**src/rtl/mc_ctrl_pkg.sv**
```systemverilog
package mc_ctrl_pkg;

    typedef enum logic [3:0] {
        S_FETCH, S_DECODE, S_RCOMP, S_RWB, S_MADDR, S_MREAD, S_MWB,
        S_MWRITE, S_BRANCH, S_JUMP, S_RFE, S_EXC_UND, S_EXC_OVF
    } state_e;

    typedef enum logic [2:0] {
        C_ALU, C_LOAD, C_STORE, C_BEQ, C_JUMP, C_RFE, C_UNDEF
    } iclass_e;

    localparam logic [1:0] SELB_REG  = 2'd0;
    localparam logic [1:0] SELB_FOUR = 2'd1;
    localparam logic [1:0] SELB_IMM  = 2'd2;
    localparam logic [1:0] SELB_IMM4 = 2'd3;

    localparam logic [1:0] AOP_ADD   = 2'd0;
    localparam logic [1:0] AOP_SUB   = 2'd1;
    localparam logic [1:0] AOP_FUNCT = 2'd2;

    localparam logic [2:0] PCS_ALU = 3'd0;
    localparam logic [2:0] PCS_S   = 3'd1;
    localparam logic [2:0] PCS_JMP = 3'd2;
    localparam logic [2:0] PCS_VEC = 3'd3;
    localparam logic [2:0] PCS_EPC = 3'd4;

    typedef struct packed {
        logic       pc_wr;
        logic       pc_wr_cond;
        logic       iord;
        logic       mem_wr;
        logic       ir_wr;
        logic       reg_dst;
        logic       reg_wr;
        logic       alu_sel_a;
        logic [1:0] alu_sel_b;
        logic [1:0] alu_op;
        logic [2:0] pc_src;
        logic       mem_to_reg;
        logic       ext_op;
        logic       epc_wr;
        logic       cause_wr;
        logic       cause_ovf;
    } ctrl_t;

endpackage

```
**src/rtl/mc_op_class.sv**
```systemverilog
module mc_op_class
    import mc_ctrl_pkg::*;
#(
    parameter int          OP_W   = 6,
    parameter logic [OP_W-1:0] OP_R   = 'h00,
    parameter logic [OP_W-1:0] OP_LW  = 'h23,
    parameter logic [OP_W-1:0] OP_SW  = 'h2B,
    parameter logic [OP_W-1:0] OP_BEQ = 'h04,
    parameter logic [OP_W-1:0] OP_J   = 'h02,
    parameter logic [OP_W-1:0] OP_RFE = 'h10
) (
    input  logic [OP_W-1:0] opcode,
    output iclass_e         cls
);

    always_comb begin
        if      (opcode == OP_R)   cls = C_ALU;
        else if (opcode == OP_LW)  cls = C_LOAD;
        else if (opcode == OP_SW)  cls = C_STORE;
        else if (opcode == OP_BEQ) cls = C_BEQ;
        else if (opcode == OP_J)   cls = C_JUMP;
        else if (opcode == OP_RFE) cls = C_RFE;
        else                       cls = C_UNDEF;
    end

endmodule

```
**src/rtl/mc_ctrl_rom.sv**
```systemverilog
module mc_ctrl_rom
    import mc_ctrl_pkg::*;
(
    input  state_e st,
    output ctrl_t  c
);

    always_comb begin
        c = '0;
        case (st)
            S_FETCH: begin
                c.ir_wr     = 1'b1;
                c.pc_wr     = 1'b1;
                c.alu_sel_b = SELB_FOUR;
                c.alu_op    = AOP_ADD;
                c.pc_src    = PCS_ALU;
            end
            S_DECODE: begin
                c.alu_sel_b = SELB_IMM4;
                c.ext_op    = 1'b1;
            end
            S_RCOMP: begin
                c.alu_sel_a = 1'b1;
                c.alu_sel_b = SELB_REG;
                c.alu_op    = AOP_FUNCT;
            end
            S_RWB: begin
                c.reg_wr  = 1'b1;
                c.reg_dst = 1'b1;
            end
            S_MADDR: begin
                c.alu_sel_a = 1'b1;
                c.alu_sel_b = SELB_IMM;
                c.ext_op    = 1'b1;
            end
            S_MREAD: begin
                c.iord = 1'b1;
            end
            S_MWB: begin
                c.reg_wr     = 1'b1;
                c.mem_to_reg = 1'b1;
            end
            S_MWRITE: begin
                c.iord   = 1'b1;
                c.mem_wr = 1'b1;
            end
            S_BRANCH: begin
                c.alu_sel_a  = 1'b1;
                c.alu_sel_b  = SELB_REG;
                c.alu_op     = AOP_SUB;
                c.pc_wr_cond = 1'b1;
                c.pc_src     = PCS_S;
            end
            S_JUMP: begin
                c.pc_wr  = 1'b1;
                c.pc_src = PCS_JMP;
            end
            S_RFE: begin
                c.pc_wr  = 1'b1;
                c.pc_src = PCS_EPC;
            end
            S_EXC_UND, S_EXC_OVF: begin
                c.alu_sel_b = SELB_FOUR;
                c.alu_op    = AOP_SUB;
                c.epc_wr    = 1'b1;
                c.cause_wr  = 1'b1;
                c.cause_ovf = (st == S_EXC_OVF);
                c.pc_wr     = 1'b1;
                c.pc_src    = PCS_VEC;
            end
            default: c = '0;
        endcase
    end

endmodule

```
**src/rtl/mc_ctrl.sv**
```systemverilog
module mc_ctrl
    import mc_ctrl_pkg::*;
#(
    parameter int OP_W    = 6,
    parameter int CAUSE_W = 4
) (
    input  logic               clk,
    input  logic               rst_n,
    input  logic [OP_W-1:0]    opcode,
    input  logic               alu_zero,
    input  logic               alu_ovf,
    output logic               pc_wr,
    output logic               pc_wr_cond,
    output logic               pc_en,
    output logic               iord,
    output logic               mem_wr,
    output logic               ir_wr,
    output logic               reg_dst,
    output logic               reg_wr,
    output logic               alu_sel_a,
    output logic [1:0]         alu_sel_b,
    output logic [1:0]         alu_op,
    output logic [2:0]         pc_src,
    output logic               mem_to_reg,
    output logic               ext_op,
    output logic               epc_wr,
    output logic               cause_wr,
    output logic [CAUSE_W-1:0] cause_code
);

    typedef struct packed {
        state_e state;
    } seq_t;

    seq_t    seq_d, seq_q;
    iclass_e cls;
    ctrl_t   ctl;

    mc_op_class #(.OP_W(OP_W)) u_cls (
        .opcode (opcode),
        .cls    (cls)
    );

    mc_ctrl_rom u_rom (
        .st (seq_q.state),
        .c  (ctl)
    );

    always_comb begin
        seq_d = seq_q;
        case (seq_q.state)
            S_FETCH:  seq_d.state = S_DECODE;
            S_DECODE: begin
                case (cls)
                    C_ALU:            seq_d.state = S_RCOMP;
                    C_LOAD, C_STORE:  seq_d.state = S_MADDR;
                    C_BEQ:            seq_d.state = S_BRANCH;
                    C_JUMP:           seq_d.state = S_JUMP;
                    C_RFE:            seq_d.state = S_RFE;
                    default:          seq_d.state = S_EXC_UND;
                endcase
            end
            S_RCOMP:  seq_d.state = alu_ovf ? S_EXC_OVF : S_RWB;
            S_MADDR:  seq_d.state = (cls == C_STORE) ? S_MWRITE : S_MREAD;
            S_MREAD:  seq_d.state = S_MWB;
            default:  seq_d.state = S_FETCH;
        endcase
    end

    always_ff @(posedge clk or negedge rst_n) begin
        if (!rst_n) seq_q <= '{state: S_FETCH};
        else        seq_q <= seq_d;
    end

    assign pc_wr      = ctl.pc_wr;
    assign pc_wr_cond = ctl.pc_wr_cond;
    assign pc_en      = ctl.pc_wr | (ctl.pc_wr_cond & alu_zero);
    assign iord       = ctl.iord;
    assign mem_wr     = ctl.mem_wr;
    assign ir_wr      = ctl.ir_wr;
    assign reg_dst    = ctl.reg_dst;
    assign reg_wr     = ctl.reg_wr;
    assign alu_sel_a  = ctl.alu_sel_a;
    assign alu_sel_b  = ctl.alu_sel_b;
    assign alu_op     = ctl.alu_op;
    assign pc_src     = ctl.pc_src;
    assign mem_to_reg = ctl.mem_to_reg;
    assign ext_op     = ctl.ext_op;
    assign epc_wr     = ctl.epc_wr;
    assign cause_wr   = ctl.cause_wr;
    assign cause_code = CAUSE_W'(ctl.cause_ovf);


    fetch_then_decode_chk: assert property (@(posedge clk) disable iff (!rst_n)
        ir_wr |=> (!ir_wr && !pc_wr && !reg_wr && !mem_wr && ext_op));


    store_addr_chk: assert property (@(posedge clk) disable iff (!rst_n)
        mem_wr |-> iord);


    undef_cause_chk: assert property (@(posedge clk) disable iff (!rst_n)
        (seq_q.state == S_DECODE && cls == C_UNDEF) |=> (cause_wr && cause_code == '0));


    exc_returns_chk: assert property (@(posedge clk) disable iff (!rst_n)
        epc_wr |=> ir_wr);


    no_overflow_chk: assert property (@(posedge clk) disable iff (!rst_n)
        (seq_q.state == S_RCOMP && alu_ovf) |=> (!reg_wr && cause_wr && cause_code == CAUSE_W'(1)));


    cause_idle_chk: assert property (@(posedge clk) disable iff (!rst_n)
        !cause_wr |-> (cause_code == '0));

endmodule

```
**config.mk**
```make
export PLATFORM = sky130hd
export DESIGN_NAME = mc_ctrl
export DESIGN_NICKNAME = d
export VERILOG_FILES = /design/src/rtl/mc_ctrl_pkg.sv /design/src/rtl/mc_op_class.sv /design/src/rtl/mc_ctrl_rom.sv /design/src/rtl/mc_ctrl.sv
export SDC_FILE = /design/constraint.sdc
export NUM_CORES = 1
export LEC_CHECK = 0
export ABC_AREA = 1
export BUFFER_PORTS_ARGS = -buffer_cell sky130_fd_sc_hd__buf_2
export CORE_MARGIN = 2
export CORE_UTILIZATION = 43
export CTS_BUF_LIST = sky130_fd_sc_hd__clkbuf_16
export DETAILED_ROUTE_END_ITERATION = 10
export PLACE_DENSITY_LB_ADDON = 0.15
export SYNTH_ARGS = -nofsm -noshare
export SYNTH_HDL_FRONTEND = slang
export SYNTH_HIERARCHICAL = 1
export SYNTH_SLANG_ARGS = --single-unit
```
**constraint.sdc**
```tcl
create_clock -name clk -period 1.7 [get_ports clk]
set_input_delay 0.34 -clock clk [delete_from_list [all_inputs] [get_ports clk]]
set_output_delay 0.34 -clock clk [all_outputs]
set_load 0.05 [all_outputs]
```
== After elaboration in Yosys (flattened, before gate mapping) ==
Cells that the tools add are included.
Word-level totals
  bits of input ports: 10
  bits in registers: 4
Cells by class
  reduce and logical (&&, ||, !) cells: 12
  equality and inequality tests: 22
  multiplexer cells: 24
  bitwise logic cells: 2
Operators by type and width (number)
  $pmux W4 S5: 2
  $eq A4 B4 Y1 const B: 5
  $mux W3: 6
  $eq A4 B3 Y1 const B: 4
  $eq A6 B6 Y1 const B: 2
  $pmux W3 S4: 1
  $mux W1: 10
  $reduce_or A2 Y1: 5
  $reduce_or A3 Y1: 3
  $eq A4 B2 Y1 const B: 2
  $eq A3 B2 Y1 const B: 2
  $eq A3 B3 Y1 const B: 2
  $eq A6 B2 Y1 const B: 1
  $eq A6 B3 Y1 const B: 1
  $eq A6 B5 Y1 const B: 1
  $logic_not A6 Y1: 1
  $pmux W2 S3: 1
  $reduce_or A5 Y1: 1
  $eq A4 B1 Y1 const B: 1
  $logic_not A4 Y1: 1
  $mux W2: 2
  $mux W4: 1
  $pmux W2 S2: 1
  $eq A3 B1 Y1 const B: 1
  other kinds (3): 3

== Logic depth before layout (Yosys ltp) ==
Gate-level depths: netlist of the first run.
  depth in word-level cells: 11
  mapped depth: 10

== Hierarchy ==
The synthesis of the first run kept the hierarchy.
Modules (own cells, without submodules)
  mc_ctrl: area each 309.0 µm², times used 1, cells an instance 46
  mc_ctrl_rom: area each 215.2 µm², times used 1, cells an instance 45
  mc_op_class: area each 112.6 µm², times used 1, cells an instance 27

== Worst setup path after synthesis of the first run ==
OpenSTA, ideal clock, no wires.
  path kind: register -> output
  start point: register seq_q[3] (netlist name)
  end point: output pc_en
  buffers on the path: 0
  stages on the path, launching flop included: 7
  data arrival time: 2220 ps
  path slack: -860 ps
  data required time: 1360 ps
  cells stage by stage: dfrtp_1 > inv_1 > nand2_1 > nor2_1 > nor2_1 > nand2_1 > a21o_1
On the way
  cells in the longest elaborated chain, start to end: 4
  elaborated cells between the ends (all ways): 11
  classes of those cells: eq/ne: 5; mux: 2; bitwise: 2; reduce/logical: 2
Ends and longest elaborated chain
  start, declared: line mc_ctrl.sv:35  | seq_t seq_d, seq_q;
  start signal, assigned: line mc_ctrl.sv:71  | if (!rst_n) seq_q <= '{state: S_FETCH};
  start signal, assigned: line mc_ctrl.sv:72  | else seq_q <= seq_d;
  $eq A4 B4 Y1 or $logic_not A4 Y1 (tied branches): line mc_ctrl_rom.sv:10  | case (st)
  $reduce_or A5 Y1 (no line) (*)
  $mux W1 (*): line mc_ctrl_rom.sv:10
  net pc_wr: line mc_ctrl.sv:12  | output logic pc_wr,
  $or A1 B1 Y1 (*): line mc_ctrl.sv:77  | assign pc_en = ctl.pc_wr | (ctl.pc_wr_cond & alu_zero);
  end, declared: line mc_ctrl.sv:14  | output logic pc_en,
The timed path passes the listed nets; every way through them passes the cells marked *.

== Final worst setup path of the first run ==
  start point: register seq_q[3] (netlist name)
  end point: output pc_en
On the way
  cells in the longest elaborated chain, start to end: 4
  elaborated cells between the ends (all ways): 11
  classes of those cells: eq/ne: 5; mux: 2; bitwise: 2; reduce/logical: 2
Ends and longest elaborated chain (line)
  $eq A4 B4 Y1 or $logic_not A4 Y1 (tied branches): mc_ctrl_rom.sv:10
  $reduce_or A5 Y1 (no line) or $mux W1 (tied branches)
  $mux W1 or $and A1 B1 Y1 (tied branches): mc_ctrl_rom.sv:10, mc_ctrl.sv:77
  $or A1 B1 Y1 (*): mc_ctrl.sv:77
Every way passes the cells marked *; elsewhere a longest branch is shown, timed or not.

==> impl_metrics.toml, run 1 <==
[setup_path]
cpMostUsedCell = "nand2_4"
rrSetupSlack_ns = 0.38
critPathCaptureType = "output port"
reg2reg_depth = 6
critPathTopFamily = "flip-flops"
crit_path_start_kind = "flop"
worstPathMaxFanout = 5
path_cells = "nand2_2, inv_1, nand2_4, nand2_4, inv_2, nand2_4, a21o_4, buf_8"
rr_startpoint = "seq_q[1]$_DFF_PN0_"
crit_buf_inv = 3
crit_arrival_ns = 1.50
slowest_delay_ns = 0.46
r2r_end = "seq_q[1]$_DFF_PN0_"
worstPathRequired_ns = 1.36
cpMaxStageDelayCell = "dfrtp_2"
critPathKind = "flop to output port"

[cells_and_area]
diodes = 0
top_register = "seq_q"
synthToLayoutAreaGrowth_pct = 82.7
drive_above_1_share_pct = 50.0
final_util_pct = 86.2
top_regs = "seq_q x4"
largest_reg_flops = 4
layout.nets = 172
fill_cells = 69

[sta]
rsz0062_at_grt = "yes"
finalCritPeriodShare_pct = 108
setup_violations = 15
hold_viol = 0
max_freq_mhz = 544
period_minus_slack_ns = 1.84
finClkSkew_ns = 0.000998
setup_ws_ns = -0.137
slew_viol_final = 0

[clocking]
path_clk_slew_ns = 0.03
cts-root-buf = "clkbuf_16"
insertion_delay_ns = 0.23
cts_max_path_buffers = 2
h-tree-depth = 1
cts_tree = "done"
clkSinkCount = 4
numCtsBuffers = 3

[grt]
antenna_found_initial = 0
gr-total-overflow = 0
grt_pass1_wl_mm = 2.98
grt_max_degree = 7
grt_usage_pct = 21.4
grt_pass1_vias = 754

[hold_path]
holdCritStartpoint = "alu_ovf"
hp-class = "input port to flop"
hold-path-cell-count = 3
hold_end = "seq_q[3]$_DFF_PN0_"

[yosys]
synth.distinct_cells = 19
synth_flop_cell = "dfrtp_1"
synth_cells = 118
syn_area_um2 = 637
yosys-top-cells-area = "dfrtp_1, nand3_1, nand2_1, nor2_1, inv_1"
synth_top_area_cell = "dfrtp_1"
yosys-top-cells-count = "nand2_1, nor2_1, inv_1"
seq_area_frac_synth_pct = 15.7
synth_edf_count = 0
postSynth.asyncResetShare_pct = 100
syn_area_per_cell_um2 = 5.40
ys_seq_elements = 4
netlist.area_leader.share_pct = 15.7
yosysWarnings = 6

[route]
post_drt_wl_per_cell_um = 16.3
firstDrtPassIters = 4
ant_nets = 0
routed_wl_mm = 2.86
vias_per_cell = 5.52
drtIter0Drc = 36
vias = 966
drc_errors = 0

[run]
maxCapViolations = 0

[die]
coreArea_um2 = 1350
rows = 13
io_pins = 34
die_area_um2 = 1800
die_x_um = 42.5
start_util_pct = 47.2
die_h_um = 42.5

[placement]
io_buffers = 30
hpwl_mm = 1.35
gp_congestion = 0.861

[status]
outcome = "finished, violations left"
violations = "setup timing"
## how the worst max path moves through the flow
| stage | startpoint | end | slack, ns | cells past startpoint |
|---|---|---|---|---|
| 4_1_cts | seq_q[2]$_DFF_PN0_ | pc_en | -0.03 | 7 |
| 3_5_place_dp | seq_q[0]$_DFF_PN0_ | pc_en | 0.07 | 7 |
| 6_report | seq_q[3]$_DFF_PN0_ | pc_en | -0.14 | 8 |
| 3_3_place_gp | seq_q[0]$_DFF_PN0_ | pc_en | 0.07 | 7 |
| 2_1_floorplan | seq_q[3]$_DFF_PN0_ | pc_en | -0.13 | 6 |
| 5_1_grt | seq_q[3]$_DFF_PN0_ | pc_en | -0.16 | 8 |
## worst register-to-register path, cell delays in order, from the launching register on
cell and delay, ns:
dfrtp_2 0.48, buf_4 0.19, inv_1 0.10, nand2_1 0.11, nor2_4 0.15, nand3_1 0.10
nand3_1 0.12
## timing repair
action	in CTS	in global routing
endpoints found under the setup margin	13	15
pin swaps	0	2
hold endpoints to repair	4	0
hold buffers	1	0
buffers inserted	2	3
resized for setup	20	41
## final cells by class
| class | count | area [um2] | area share, % |
|---|---|---|---|
| multi-input cells | 87 | 529 | 45.5 |
| repair buffers | 41 | 343 | 29.5 |
| flip-flops and latches | 4 | 104 | 8.92 |
| well taps | 15 | 18.8 | 1.61 |
| inverters | 25 | 93.8 | 8.06 |
| clock buffers | 3 | 75.1 | 6.45 |
## stage by stage
| stage | cells | instance area [um2] | hold WS, ns | setup TNS (ns) | worst slack [ns] |
|---|---|---|---|---|---|
| 6_report | 175 | 1160 | 0.457 | -0.839 | -0.137 |
| 5_1_grt | 175 | 1160 | 0.458 | -1.25 | -0.165 |
| 4_1_cts | 172 | 1000 | 0.435 | -0.0491 | -0.0326 |
| 3_5_place_dp | 166 | 851 | 0.153 | 0 | 0.0706 |
| 3_3_place_gp | 166 | 851 | 0.151 | 0 | 0.0698 |
| 2_1_floorplan | 120 | 674 | 0.0444 | -0.337 | -0.127 |
## kinds of logic after synthesis
family          after synthesis  share of synthesized area, %
compound gates                6                          5.31
simple gates                 78                          58.9
other cells                   1                         0.589
flops                         4                          15.7
buf+inv                      29                          19.5
## layout by cell type (no fill, tap or decap), types with 4 or more instances in the layout
master	n
nor2_1	20
inv_1	17
nand2_1	16
nand3_1	14
buf_2	14
buf_4	11
buf_6	10
inv_2	8
nor2_4	7
nand2_4	7
nand3_2	5
buf_8	4
## routing by layer
metal	routed length, um	share of wire (%)	track usage (%)
met1	1050	37	23.0
met2	1470	51	40.3
met3	181	6.3	5.60
met4	161	5.6	6.25
met5	0	0	0
Power of run 1 is not shown: default switching activity piles up to over one toggle a cycle in this logic, so the estimate is an artifact.
==> run 2, diff against run 1 <==
--- a/config.mk
+++ b/config.mk
@@ -12,6 +12,8 @@
 export CTS_BUF_LIST = sky130_fd_sc_hd__clkbuf_16
 export DETAILED_ROUTE_END_ITERATION = 10
 export PLACE_DENSITY_LB_ADDON = 0.15
+export RECOVER_POWER = 25
+export SETUP_SLACK_MARGIN = 0.5
 export SYNTH_ARGS = -nofsm -noshare
 export SYNTH_HDL_FRONTEND = slang
 export SYNTH_HIERARCHICAL = 1
==> run 2 against run 1 <==
Against the previous run:
- the run now fails in global routing (5_1_grt)
- area after synthesis stayed put
- synthesized cell count stayed put
==> impl_metrics.toml, run 2 <==
[status]
outcome = "stopped before the end"
lastStage = "global routing (5_1_grt)"
firstError = "[ERROR DPL-0038] Utilization greater than 100%, impossible to legalize"

[die]
die_x_um = 42.5
rows = 13
die_h_um = 42.5
start_util_pct = 47.2
io_pins = 34

[placement]
hpwl_mm = 1.39
io_buffers = 30
placed_area_um2 = 927
gp_congestion = 0.832

[yosys]
syn_area_per_cell_um2 = 5.40
synth_flop_cell = "dfrtp_1"
syn_area_um2 = 637
postSynth.asyncResetShare_pct = 100
yosysWarnings = 6
yosys-top-cells-area = "dfrtp_1, nand3_1, nand2_1, nor2_1, inv_1"
netlist.area_leader.share_pct = 15.7
synth.distinct_cells = 19
synth_top_area_cell = "dfrtp_1"
synth_cells = 118
yosys-top-cells-count = "nand2_1, nor2_1, inv_1"
ys_seq_elements = 4
synth_edf_count = 0
seq_area_frac_synth_pct = 15.7

[clocking]
numCtsBuffers = 3
h-tree-depth = 1
clkSinkCount = 4
cts-root-buf = "clkbuf_16"
cts_max_path_buffers = 2

[sta]
crit_endpoint = "ext_op"
worst-ep-kind = "top-level output"

[grt]
grt_max_degree = 8
## run 2: cell counts after synthesis
Identical to the previous run, type by type.
## run 2: per-stage QoR
step                      setup slack [ns]  setup TNS, ns  std cells  hold WS (ns)
after floorplan                    -0.0325        -0.0460        120        0.0444
after global placement              0.0615              0        164         0.144
after detailed placement            0.0207              0        164         0.152
after CTS                          -0.0392        -0.0407        176         0.440
## run 2: cells by family after synthesis
logic type | count (synthesis) | synth area share, %
other | 1 | 0.589
AOI/OAI and AO/OA | 6 | 5.31
DFF | 4 | 15.7
buffers and inverters | 29 | 19.5
and+or+nand+nor | 78 | 58.9
## run 2: what timing repair did
| item | 4_1_cts |
|---|---|
| setup endpoints to repair | 22 |
| resized for setup | 57 |
| hold buffers | 1 |
| pin swaps | 4 |
| hold endpoints to repair | 4 |
| setup buffers | 8 |
==> run 3, diff against run 2 <==
--- a/config.mk
+++ b/config.mk
@@ -7,13 +7,11 @@
 export LEC_CHECK = 0
 export ABC_AREA = 1
 export BUFFER_PORTS_ARGS = -buffer_cell sky130_fd_sc_hd__buf_2
-export CORE_MARGIN = 2
-export CORE_UTILIZATION = 43
-export CTS_BUF_LIST = sky130_fd_sc_hd__clkbuf_16
+export CORE_AREA = 2 2 63 65
 export DETAILED_ROUTE_END_ITERATION = 10
+export DIE_AREA = 0 0 65 67
 export PLACE_DENSITY_LB_ADDON = 0.15
 export RECOVER_POWER = 25
-export SETUP_SLACK_MARGIN = 0.5
 export SYNTH_ARGS = -nofsm -noshare
 export SYNTH_HDL_FRONTEND = slang
 export SYNTH_HIERARCHICAL = 1
==> run 3 against run 2 <==
Against the previous run:
- the flow now finishes without violations
==> impl_metrics.toml, run 3 (synthesized netlist as in run 1, its figures left out) <==
[die]
rows = 22
coreArea_um2 = 3610
die_h_um = 67
io_pins = 34
start_util_pct = 17.7
die_x_um = 65
die_area_um2 = 4360

[sta]
rsz0062_at_grt = "yes"
finClkSkew_ns = 0.00276
slew_viol_final = 0
hold_viol = 0
max_freq_mhz = 589
period_minus_slack_ns = 1.70
hold_ws_ns = 0.445
finalCritPeriodShare_pct = 99.8
setup_violations = 0
tns_ns = 0

[cells_and_area]
top_register = "seq_q"
synthToLayoutAreaGrowth_pct = 94.9
drive_above_1_share_pct = 51.8
top_regs = "seq_q x4"
largest_reg_flops = 4
diodes = 0
layout.nets = 176
final_cell_mix = "nor2_1, inv_1, nand2_1"
layout_commonest_cell = "nor2_1"
layout.cells.non_filler = 212
fill_cells = 394

[setup_path]
worstPathRequired_ns = 1.36
crit_arrival_ns = 1.36
critPathKind = "flop to output port"
path_cells = "nand2_4, nor2_4, nor2_4, nand2_4, a21o_4, buf_8"
critPathCaptureType = "output port"
worstPathMaxFanout = 6
rrSetupSlack_ns = 0.41
reg2reg_depth = 7
slowest_delay_ns = 0.47
endpoint = "pc_en"
crit_path_start_kind = "flop"
critPathLaunch = "seq_q[1]$_DFF_PN0_"
rr_startpoint = "seq_q[2]$_DFF_PN0_"
cpMaxStageDelayCell = "dfrtp_2"
r2r_end = "seq_q[1]$_DFF_PN0_"

[route]
vias_per_cell = 4.12
firstDrtPassIters = 4
vias = 874
drc_errors = 0
drtIter0Drc = 19
ant_nets = 0
routed_wl_mm = 1.96
post_drt_wl_per_cell_um = 9.25

[run]
maxCapViolations = 0

[hold_path]
hp-class = "input port to flop"

[clocking]
path_clk_slew_ns = 0.03
numCtsBuffers = 3
clkSinkCount = 4
cts-root-buf = "clkbuf_8"
h-tree-depth = 1
insertion_delay_ns = 0.22
cts_tree = "done"
cts_max_path_buffers = 2

[placement]
hpwl_mm = 1.49
placed_cells = 201
gp_congestion = 0.773
io_buffers = 30

[grt]
grt_max_degree = 7
grt_pass1_vias = 782
grt_usage_pct = 9.08
gr-total-overflow = 0
antenna_found_initial = 0
grt_pass1_wl_mm = 3.09

[status]
outcome = "completed"
run 3: per-layer routing:
layer,routed length (um),part of all wire (%),up-vias,GRT usage [%]
met1,847,43,396,10.9
met4,28,1.4,0,4.79
met3,109,5.6,3,1.52
li1,-,-,447,-
met2,974,50,28,15.5
met5,0,0,-,0
run 3: metrics by stage:
stage	worst slack (ns)	area, um2	utilization (%)
after CTS	-0.00802	1070	29.6
after detailed placement	0.0515	907	25.2
after global placement	0.0430	907	25.2
after global routing	-0.0630	1240	34.4
after floorplan	-0.127	674	-
final	0.00311	1240	34.4
run 3: layout make-up:
cell class              count  area [um2]  share of cell area [%]
well taps                  48        60.1                    4.84
repair buffers             45         399                    32.2
clock buffers               3        41.3                    3.33
inverters                  25        98.8                    7.96
multi-input cells          87         537                    43.2
flip-flops and latches      4         105                    8.47
run 3: how the worst min path moves through the flow:
| stage | startpoint | to | slack (ns) | depth (start not counted) |
|---|---|---|---|---|
| 2_1_floorplan | rst_n | seq_q[0]$_DFF_PN0_ | 0.04 | 0 |
| 3_3_place_gp | rst_n | seq_q[2]$_DFF_PN0_ | 0.15 | 1 |
| 3_5_place_dp | rst_n | seq_q[1]$_DFF_PN0_ | 0.15 | 1 |
| 4_1_cts | alu_ovf | seq_q[3]$_DFF_PN0_ | 0.43 | 3 |
| 5_1_grt | alu_ovf | seq_q[3]$_DFF_PN0_ | 0.44 | 3 |
| 6_report | alu_ovf | seq_q[3]$_DFF_PN0_ | 0.44 | 3 |
run 3: repair_timing:
action	CTS	global route
resized for setup	27	44
hold buffers	1	0
buffers inserted	4	3
hold endpoints to repair	4	0
endpoints found under the setup margin	14	16
pin swaps	0	5
run 3: worst max-delay path: cells and delay by family, from the launching register on:
kind | cells | cell delay [ns]
DFF | 1 | 0.47
and+or+nand+nor | 4 | 0.34
AOI/OAI and AO/OA | 1 | 0.18
buffers and inverters | 1 | 0.14
Power of run 3 is left out for the same reason.
